File: src/rtl/padd_pkg.sv
`timescale 1ns/1ps
package padd_pkg;
    // Position of data bit i in the expanded word: one bit at the bottom
    // for the first carry-in plus one spacer per completed slot below it.
    function automatic int data_pos(input int i, input int lane);
        return 1 + i + i / lane;
    endfunction

    // Position of the spacer that sits at the bottom of slot k (k >= 1).
    function automatic int spacer_pos(input int k, input int lane);
        return k * (lane + 1);
    endfunction
endpackage

File: src/rtl/padd_expand.sv
`timescale 1ns/1ps
module padd_expand
    import padd_pkg::*;
#(
    parameter  int W    = 32,
    parameter  int LANE = 8,
    localparam int N    = W / LANE,
    localparam int EW   = W + N + 1
) (
    input  logic [W-1:0]  a,
    input  logic [W-1:0]  b,
    input  logic [N-2:0]  bnd_en,
    input  logic [N-1:0]  cin,
    output logic [EW-1:0] ea,
    output logic [EW-1:0] eb
);
    // bottom end bit: twice the first carry-in gives a carry into bit 1
    assign ea[0] = cin[0];
    assign eb[0] = cin[0];
    // top end bit collects the carry-out of the uppermost lane
    assign ea[EW-1] = 1'b0;
    assign eb[EW-1] = 1'b0;

    for (genvar i = 0; i < W; i++) begin : g_data
        assign ea[data_pos(i, LANE)] = a[i];
        assign eb[data_pos(i, LANE)] = b[i];
    end

    // spacer at an enabled boundary: both bits = carry-in of the upper lane,
    // so the lower carry lands in the spacer and the upper lane starts fresh.
    // spacer at a disabled boundary: 1 + 0 propagates the carry unchanged.
    for (genvar k = 1; k < N; k++) begin : g_spacer
        assign ea[spacer_pos(k, LANE)] = bnd_en[k-1] ? cin[k] : 1'b1;
        assign eb[spacer_pos(k, LANE)] = bnd_en[k-1] & cin[k];
    end
endmodule

File: src/rtl/padd_wide.sv
`timescale 1ns/1ps
module padd_wide #(
    parameter int EW = 37
) (
    input  logic [EW-1:0] ea,
    input  logic [EW-1:0] eb,
    output logic [EW-1:0] es
);
    // top bits of both operands are zero, so the sum never wraps
    assign es = ea + eb;
endmodule

File: src/rtl/padd_extract.sv
`timescale 1ns/1ps
module padd_extract
    import padd_pkg::*;
#(
    parameter  int W    = 32,
    parameter  int LANE = 8,
    localparam int N    = W / LANE,
    localparam int EW   = W + N + 1
) (
    input  logic [EW-1:0] es,
    input  logic [N-2:0]  bnd_en,
    output logic [W-1:0]  sum,
    output logic [N-1:0]  cout
);
    logic unused_lsb;
    assign unused_lsb = es[0];

    for (genvar i = 0; i < W; i++) begin : g_sum
        assign sum[i] = es[data_pos(i, LANE)];
    end

    // Each slot sees the carry caught just above it (spacer or top bit),
    // whether it ends a lane, and whether it starts one. A downward chain
    // hands the carry of the nearest lane end to every slot beneath it.
    for (genvar s = N - 1; s >= 0; s--) begin : g_slot
        logic caught;
        logic ends_here;
        logic starts_here;
        logic pend;
        if (s == N - 1) begin : g_top
            assign caught    = es[EW-1];
            assign ends_here = 1'b1;
            assign pend      = caught;
        end else begin : g_mid
            assign caught    = es[spacer_pos(s + 1, LANE)];
            assign ends_here = bnd_en[s];
            assign pend      = ends_here ? caught : g_slot[s+1].pend;
        end
        if (s == 0) begin : g_first
            assign starts_here = 1'b1;
        end else begin : g_rest
            assign starts_here = bnd_en[s-1];
        end
        assign cout[s] = starts_here & pend;
    end
endmodule

File: src/rtl/padd_top.sv
`timescale 1ns/1ps
module padd_top #(
    parameter int W    = 32,
    parameter int LANE = 8
) (
    input  logic [W-1:0]      a_i,
    input  logic [W-1:0]      b_i,
    input  logic [W/LANE-1:0] part_en_i,
    input  logic [W/LANE-1:0] cin_i,
    output logic [W-1:0]      sum_o,
    output logic [W/LANE-1:0] cout_o
);
    localparam int N  = W / LANE;
    localparam int EW = W + N + 1;

    logic [EW-1:0] ea;
    logic [EW-1:0] eb;
    logic [EW-1:0] es;
    logic [N-2:0]  bnd_en;
    logic          unused_top_en;

    assign bnd_en        = part_en_i[N-2:0];
    assign unused_top_en = part_en_i[N-1];

    padd_expand #(.W(W), .LANE(LANE)) u_expand (
        .a      (a_i),
        .b      (b_i),
        .bnd_en (bnd_en),
        .cin    (cin_i),
        .ea     (ea),
        .eb     (eb)
    );

    padd_wide #(.EW(EW)) u_wide (
        .ea (ea),
        .eb (eb),
        .es (es)
    );

    padd_extract #(.W(W), .LANE(LANE)) u_extract (
        .es     (es),
        .bnd_en (bnd_en),
        .sum    (sum_o),
        .cout   (cout_o)
    );
endmodule

File: config.mk
export PLATFORM = sky130hd
export DESIGN_NAME = padd_top
export DESIGN_NICKNAME = d
export VERILOG_FILES = /design/src/rtl/padd_pkg.sv /design/src/rtl/padd_expand.sv /design/src/rtl/padd_wide.sv /design/src/rtl/padd_extract.sv /design/src/rtl/padd_top.sv
export SDC_FILE = /design/constraint.sdc
export NUM_CORES = 1
export LEC_CHECK = 0
export ABC_AREA = 1
export ABC_CLOCK_PERIOD_IN_PS = 2100
export BUFFER_PORTS_ARGS = -buffer_cell sky130_fd_sc_hd__buf_2
export CELL_PAD_IN_SITES_DETAIL_PLACEMENT = 1
export CELL_PAD_IN_SITES_GLOBAL_PLACEMENT = 1
export CORE_UTILIZATION = 35
export DETAILED_ROUTE_END_ITERATION = 8
export PLACE_DENSITY_LB_ADDON = 0.1
export SYNTH_ARGS = -nofsm -noshare
export SYNTH_HDL_FRONTEND = slang
export SYNTH_SLANG_ARGS = --single-unit
File: constraint.sdc
create_clock -name vclk -period 2.1
set_input_delay 0 -clock vclk [all_inputs]
set_output_delay 0 -clock vclk [all_outputs]
set_load 0.02 [all_outputs]
# Word level (Yosys, flattened, before mapping)

Index checks and enable logic that the tools add are counted.
Widths: inputs -> output; s select.

Memories kept: 0
Memory bits (writable): 0
Output and inout bits: 36
Latch bits: 0
Logic and storage cells: 13
Memory bits (read-only): 0
Register bits after elaboration: 0

Div/mod/pow operators: 0
Add/sub/neg operators: 1
Bitwise operators: 6
Equal/unequal tests: 0
Multiply operators: 0
Shift-type cells: 0
Multiplexer cells: 6
Magnitude comparators: 0
Reduce and logical (&&, ||, !) cells: 0

Operators by type and width:

| kind           | number |
|---|---|
| $add 36x36->37 | 1 |
| $and 1x1->1    | 6 |
| $mux 1         | 6 |

# Depth between registers and ports, before layout

Gate-level depths: netlist of the first run.

Depth in word-level cells: 5
Mapped depth: 16

# Modules after synthesis

A second synthesis of the first run with hierarchy kept.

Cell total of the unflattened synthesis: 650
Area, all modules: 3460.8 um2

By module, submodules not included:

| module       | times used | area each (um2) | cells an instance |
|---|---|---|---|
| padd_wide    | 1          | 2591.2          | 521 |
| padd_expand  | 1          | 559.3           | 81 |
| padd_extract | 1          | 310.3           | 48 |

# Worst setup path before layout of the first run

No wires, ideal clock.

Path kind: input-to-output
From: in a_i[0]
To: out sum_o[12]
Setup slack: 582 ps
Data arrival time: 1518 ps
Stages: 7
Path through: inv_1 -> fa_1 -> o21ai_4 -> a21oi_2 -> o21ai_2 -> a21o_1 -> xor2_1

Cells in the longest elaborated chain, start to end: 1

RTL lines:

| element         | line            | source |
|---|---|---|
| start, declared | padd_top.sv:6   | `input logic [W-1:0] a_i,` |
| $add 36x36->37  | padd_wide.sv:10 | `assign es = ea + eb;` |
| end, declared   | padd_top.sv:10  | `output logic [W-1:0] sum_o,` |

Every way passes these cells.

# Worst setup path in the final report of the first run

From: in a_i[0]
To: out sum_o[26]

Same word-level chain as after synthesis.

==> results of run 1 <==
synthesized netlist by cell type:
| cell type | count | share of area |
|---|---|---|
| o211ai_1 | 1 | 0.0031 |
| o21ai_4 | 1 | 0.0067 |
| nor2_2 | 6 | 0.015 |
| a21oi_1 | 32 | 0.066 |
| nor2_1 | 46 | 0.071 |
| a21o_1 | 7 | 0.021 |
| inv_2 | 3 | 0.0046 |
| xor2_1 | 16 | 0.057 |
| o211ai_2 | 1 | 0.0051 |
| a21oi_2 | 5 | 0.018 |
| a21boi_0 | 2 | 0.0061 |
| xnor2_1 | 7 | 0.025 |
| nor3_1 | 7 | 0.014 |
| o21bai_1 | 8 | 0.025 |
| nand4_1 | 2 | 0.0051 |
| inv_1 | 63 | 0.097 |
| nand3b_1 | 1 | 0.0031 |
| o21a_1 | 4 | 0.012 |
| o21ai_0 | 12 | 0.025 |
| nand2_2 | 6 | 0.015 |
| a31oi_1 | 4 | 0.010 |
| nand2_1 | 135 | 0.21 |
| ha_1 | 32 | 0.16 |
| buf_4 | 3 | 0.0092 |
| nand3_1 | 28 | 0.057 |
| a21o_2 | 1 | 0.0036 |
| nor2_4 | 1 | 0.0046 |
| fa_1 | 1 | 0.0082 |
| nor4_2 | 1 | 0.0051 |
| nand3_2 | 7 | 0.029 |
| o21ai_2 | 1 | 0.0036 |
| a31o_2 | 1 | 0.0036 |
area by class of cell:
cell class | instances | area (um2) | share of cell area
Multi-Input combinational cell | 376 | 2170 | 0.711
Tap cell | 80 | 100 | 0.0327
Timing Repair Buffer | 107 | 536 | 0.175
Inverter | 66 | 248 | 0.0810
through the flow:
step / hold slack, ns / setup slack (ns)
after floorplan: 0.142 / 0.582
after global placement: 0.394 / 0.210
after detailed placement: 0.395 / 0.162
after CTS: 0.395 / 0.155
after global routing: 0.445 / 0.0148
final: 0.392 / 0.104
worst max path at each step:
stage	end	slack (ns)	cells past startpoint
final	sum_o[26]	0.10	12
after global routing	sum_o[23]	0.01	13
after floorplan	sum_o[12]	0.58	7
after CTS	sum_o[26]	0.15	12
after global placement	sum_o[19]	0.21	12
after detailed placement	sum_o[26]	0.16	12
layer usage:
metal,vias up,track usage,share of wire
li1,1656,-,-
met1,1440,0.306,0.50
met2,64,0.426,0.47
met3,4,0.00289,0.026
met4,0,0.0167,0.0082
met5,-,0,0
cell families after synthesis:
group,Yosys count,share of synthesized area
buf+inv,69,0.111
xor+xnor,23,0.0824
compound gates,80,0.208
simple gates,240,0.427
fa+ha+maj,33,0.172
layout by cell type (no fill, tap or decap), types with 2 or more instances in the layout:
cell      netlist  routed
a31oi_1         4       4
a21o_1          7       7
o21bai_1        8       8
inv_2           3       3
nor2_2          6       6
xor2_1         16      16
nand2_2         6       6
o21ai_0        12      12
a21boi_0        2       2
inv_1          63      63
nand3_2         7       7
nor2_1         46      46
o21a_1          4       4
nand2_1       135     135
nand4_1         2       2
ha_1           32      32
buf_2           0     107
nor3_1          7       7
nand3_1        28      28
xnor2_1         7       7
a21oi_1        32      32
a21oi_2         5       5
power breakdown:
part | leakage, nW | internal, W | switching [W]
Combinational | 1.77 | 0.000394 | 0.000709
Sequential | 0 | 0 | 0
Clock | 0 | 0 | 0
Total | 1.77 | 0.000394 | 0.000709
==> impl_metrics.py, run 1 <==
metrics = {
    "cts": {
        "cts_hold_buf": 0,
        "cts_setup_buffers": 0,
        "post_cts_resize_count": 0,
    },
    "timing": {
        "fin_crit_sh": 0.950,
        "rsz0062_at_grt": "false",
        "min_period_ns": 2.00,
        "worst_pin_slew_ns": 0.320,
        "hold_violations": 0,
        "tns_ns": 0,
        "slew_headroom": 0.785,
        "max_freq_mhz": 501,
        "setup_viol": 0,
        "finalMaxSlewViolations": 0,
    },
    "synthesis": {
        "synth_nets": 550,
        "ys_warn_count": 0,
        "netlist_area_um2": 2440,
        "synth_area_per_cell_um2": 5.49,
        "ys_types": 32,
        "syn_inst": 445,
        "ys_seq_area_frac": 0,
    },
    "final_layout": {
        "drive_gt1_frac": 0.257,
        "seq_cells": 0,
        "seq_area_um2": 0,
        "layout.nets": 656,
        "clockBufferCount": 0,
        "nFillCells": 1013,
        "antenna_cells": 0,
        "syn_to_final_growth_pct": 25.1,
        "stdcell_count": 629,
        "finish.utilization": 0.453,
        "design_area_um2": 3060,
    },
    "worst_setup_path": {
        "start_kind": "input pin",
        "path_cells": "buf_2 > inv_1 > fa_1 > o21ai_4 > a21oi_2 > o21ai_2 > a21o_1 > nand2_1 > nand2_1 > nand2_1 > nand2_1 > buf_2",
        "cp_num_buf_inv": 3,
        "crit_family": "compound AO/OA/AOI/OAI gates",
        "cp_max_fo": 5,
        "required_ns": 2.10,
        "slowest_delay_ns": 0.52,
        "crit_path_end_kind": "output port",
        "crit_start": "a_i[0]",
        "cpMaxStageDelayCell": "fa_1",
        "cpMostUsedCell": "nand2_1",
        "crit_type": "in2out",
        "crit_arrival_ns": 2.00,
    },
    "detailed_routing": {
        "drc": 0,
        "drt-wirelength-per-cell_um": 13.4,
        "detailedRoute.firstPassIterationCount": 4,
        "ant_nets": 0,
        "route.vias.total": 3164,
        "drt-initial-drc-count": 85,
        "post_drt_via_cell_ratio": 5.03,
        "routed_wl_um": 8420,
    },
    "power_and_ir_drop": {
        "leakage_nw": 1.77,
        "powerDensity_nw_per_um2": 361,
        "ir_drop_mv": 0.148,
        "power_w": 0.00110,
    },
    "floorplan": {
        "pin_count": 108,
        "fp.dieW_um": 85.6,
        "start_util": 0.362,
        "core-area_um2": 6760,
        "die_y_um": 85.6,
        "rows": 30,
        "die_area_um2": 7320,
    },
    "place": {
        "numPortBuffers": 107,
        "dp.cells": 629,
        "placed_area_um2": 3060,
        "gp_congestion": 0.835,
        "hpwl_um": 7710,
    },
    "global_routing": {
        "grt_first_pass_wirelength_um": 13900,
        "antenna_found_initial": 0,
        "first_global_vias": 3142,
        "overflow": 0,
        "grt.total_usage": 0.228,
        "grt_start_max_net_pins": 9,
    },
    "job": {
        "maxCapViolCount": 0,
    },
    "hold_path": {
        "min_from": "part_en_i[0]",
        "holdPathEnd": "cout_o[0]",
        "hold-path-cell-count": 4,
        "hold_class": "in2out",
    },
    "run_status": {
        "outcome": "finished, final reports clean",
    },
}
Power figures use the tool's default switching activity.
==> inputs of run 2 (changes only) <==
--- a/config.mk
+++ b/config.mk
@@ -12,7 +12,7 @@
 export CELL_PAD_IN_SITES_GLOBAL_PLACEMENT = 1
 export CORE_UTILIZATION = 35
 export DETAILED_ROUTE_END_ITERATION = 8
-export PLACE_DENSITY_LB_ADDON = 0.1
+export PLACE_DENSITY_LB_ADDON = 0.08
 export SYNTH_ARGS = -nofsm -noshare
 export SYNTH_HDL_FRONTEND = slang
 export SYNTH_SLANG_ARGS = --single-unit
==> impl_metrics.py, run 2 (synthesis results as in run 1) <==
metrics = {
    "run_status": {
        "outcome": "finished, final reports clean",
    },
    "power_and_ir_drop": {
        "p_seq_frac": 0,
        "power_switching_w": 0.000714,
        "sw_frac_of_total": 0.644,
        "p_comb_frac": 1.000,
        "powerDensity_nw_per_um2": 362,
        "leakage_nw": 1.77,
        "pwr-share-clk": 0,
        "p_int_w": 0.000395,
        "ir_drop_mv": 0.172,
    },
    "job": {
        "maxCapViolCount": 0,
    },
    "floorplan": {
        "die_area_um2": 7320,
        "rows": 30,
        "fp.dieW_um": 85.6,
        "pin_count": 108,
        "die_y_um": 85.6,
        "start_util": 0.362,
        "core-area_um2": 6760,
    },
    "timing": {
        "tns_ns": 0,
        "min_period_ns": 1.95,
        "max_freq_mhz": 513,
        "slew_headroom": 0.786,
        "setup_viol": 0,
        "rsz0062_at_grt": "false",
        "finalMaxSlewViolations": 0,
        "worst_pin_slew_ns": 0.319,
        "hold_violations": 0,
        "fin_crit_sh": 0.929,
        "fin_ws_ns": 0.149,
    },
    "worst_setup_path": {
        "start_kind": "input pin",
        "required_ns": 2.10,
        "crit_arrival_ns": 1.95,
        "crit_start": "cin_i[0]",
        "crit_path_end_kind": "output port",
        "cp_max_fo": 5,
        "crit_type": "in2out",
    },
    "place": {
        "numPortBuffers": 107,
        "hpwl_um": 7930,
        "gp_congestion": 0.833,
        "dp_slack_ns": 0.144,
    },
    "final_layout": {
        "antenna_cells": 0,
        "seq_area_um2": 0,
        "syn_to_final_growth_pct": 25.3,
        "drive_gt1_frac": 0.260,
        "final_common_cell": "nand2_1",
        "layout.nets": 656,
        "seq_cells": 0,
        "layout_common_cells": "135 x nand2_1, 107 x buf_2, 63 x inv_1, 44 x nor2_1",
        "clockBufferCount": 0,
    },
    "detailed_routing": {
        "detailedRoute.firstPassIterationCount": 4,
        "route.vias.total": 3184,
        "drt-wirelength-per-cell_um": 13.8,
        "post_drt_via_cell_ratio": 5.06,
        "wl_met2_um": 4080,
        "dr.max_layer_used": "met3",
        "ant_nets": 0,
        "drt-initial-drc-count": 68,
        "routed_wl_um": 8700,
        "drc": 0,
        "met1_length_um": 4340,
        "met3RoutedLength_um": 277,
    },
    "hold_path": {
        "min_from": "part_en_i[2]",
        "hold_class": "in2out",
    },
    "global_routing": {
        "overflow": 0,
        "first_global_vias": 3115,
        "grt_start_max_net_pins": 9,
        "grt_first_pass_wirelength_um": 14300,
        "grt.total_usage": 0.237,
        "antenna_found_initial": 0,
    },
    "cts": {
        "post_cts_resize_count": 0,
        "cts_setup_buffers": 0,
        "cts_hold_buf": 0,
    },
}
-- run 2: final cells by class --
cell class	instances	area, um2
Inverter	66	248
Multi-Input combinational cell	376	2180
Timing Repair Buffer	107	536
Fill cell	1043	3690
Tap cell	80	100
-- run 2: routing by layer --
layer,vias up,GRT usage
met5,-,0
met4,0,0
met3,0,0.00674
met2,64,0.440
met1,1462,0.325
li1,1658,-
-- run 2: worst paths after layout --
path   endpoint  slack, ns  cells past startpoint
min   cout_o[3]       0.43                      4
max   sum_o[26]       0.15                     12
-- run 2: through the flow --
stage	area, um2	hold slack (ns)	util	instances	total power [W]
floorplan	2440	0.142	-	445	0.000756
global placement	3060	0.421	0.453	629	0.00109
detailed placement	3060	0.429	0.453	629	0.00111
CTS	3060	0.429	0.453	629	0.00111
global route	3060	0.439	0.453	629	0.00123
finish	3060	0.428	0.453	629	0.00111
-- run 2: power by group through the flow --
stage	registers, W	clock network, W	logic (W)
floorplan	0	0	0.000756
global placement	0	0	0.00109
detailed placement	0	0	0.00111
CTS	0	0	0.00111
global route	0	0	0.00123
finish	0	0	0.00111
-- run 2: critical path: stages --
cell and delay [ns]:
buf_2 0.11, inv_1 0.08, fa_1 0.50, o21ai_4 0.29
a21oi_2 0.12, o21ai_2 0.20, a21o_1 0.24, nand2_1 0.09
nand2_1 0.06, nand2_1 0.04, nand2_1 0.05, buf_2 0.16
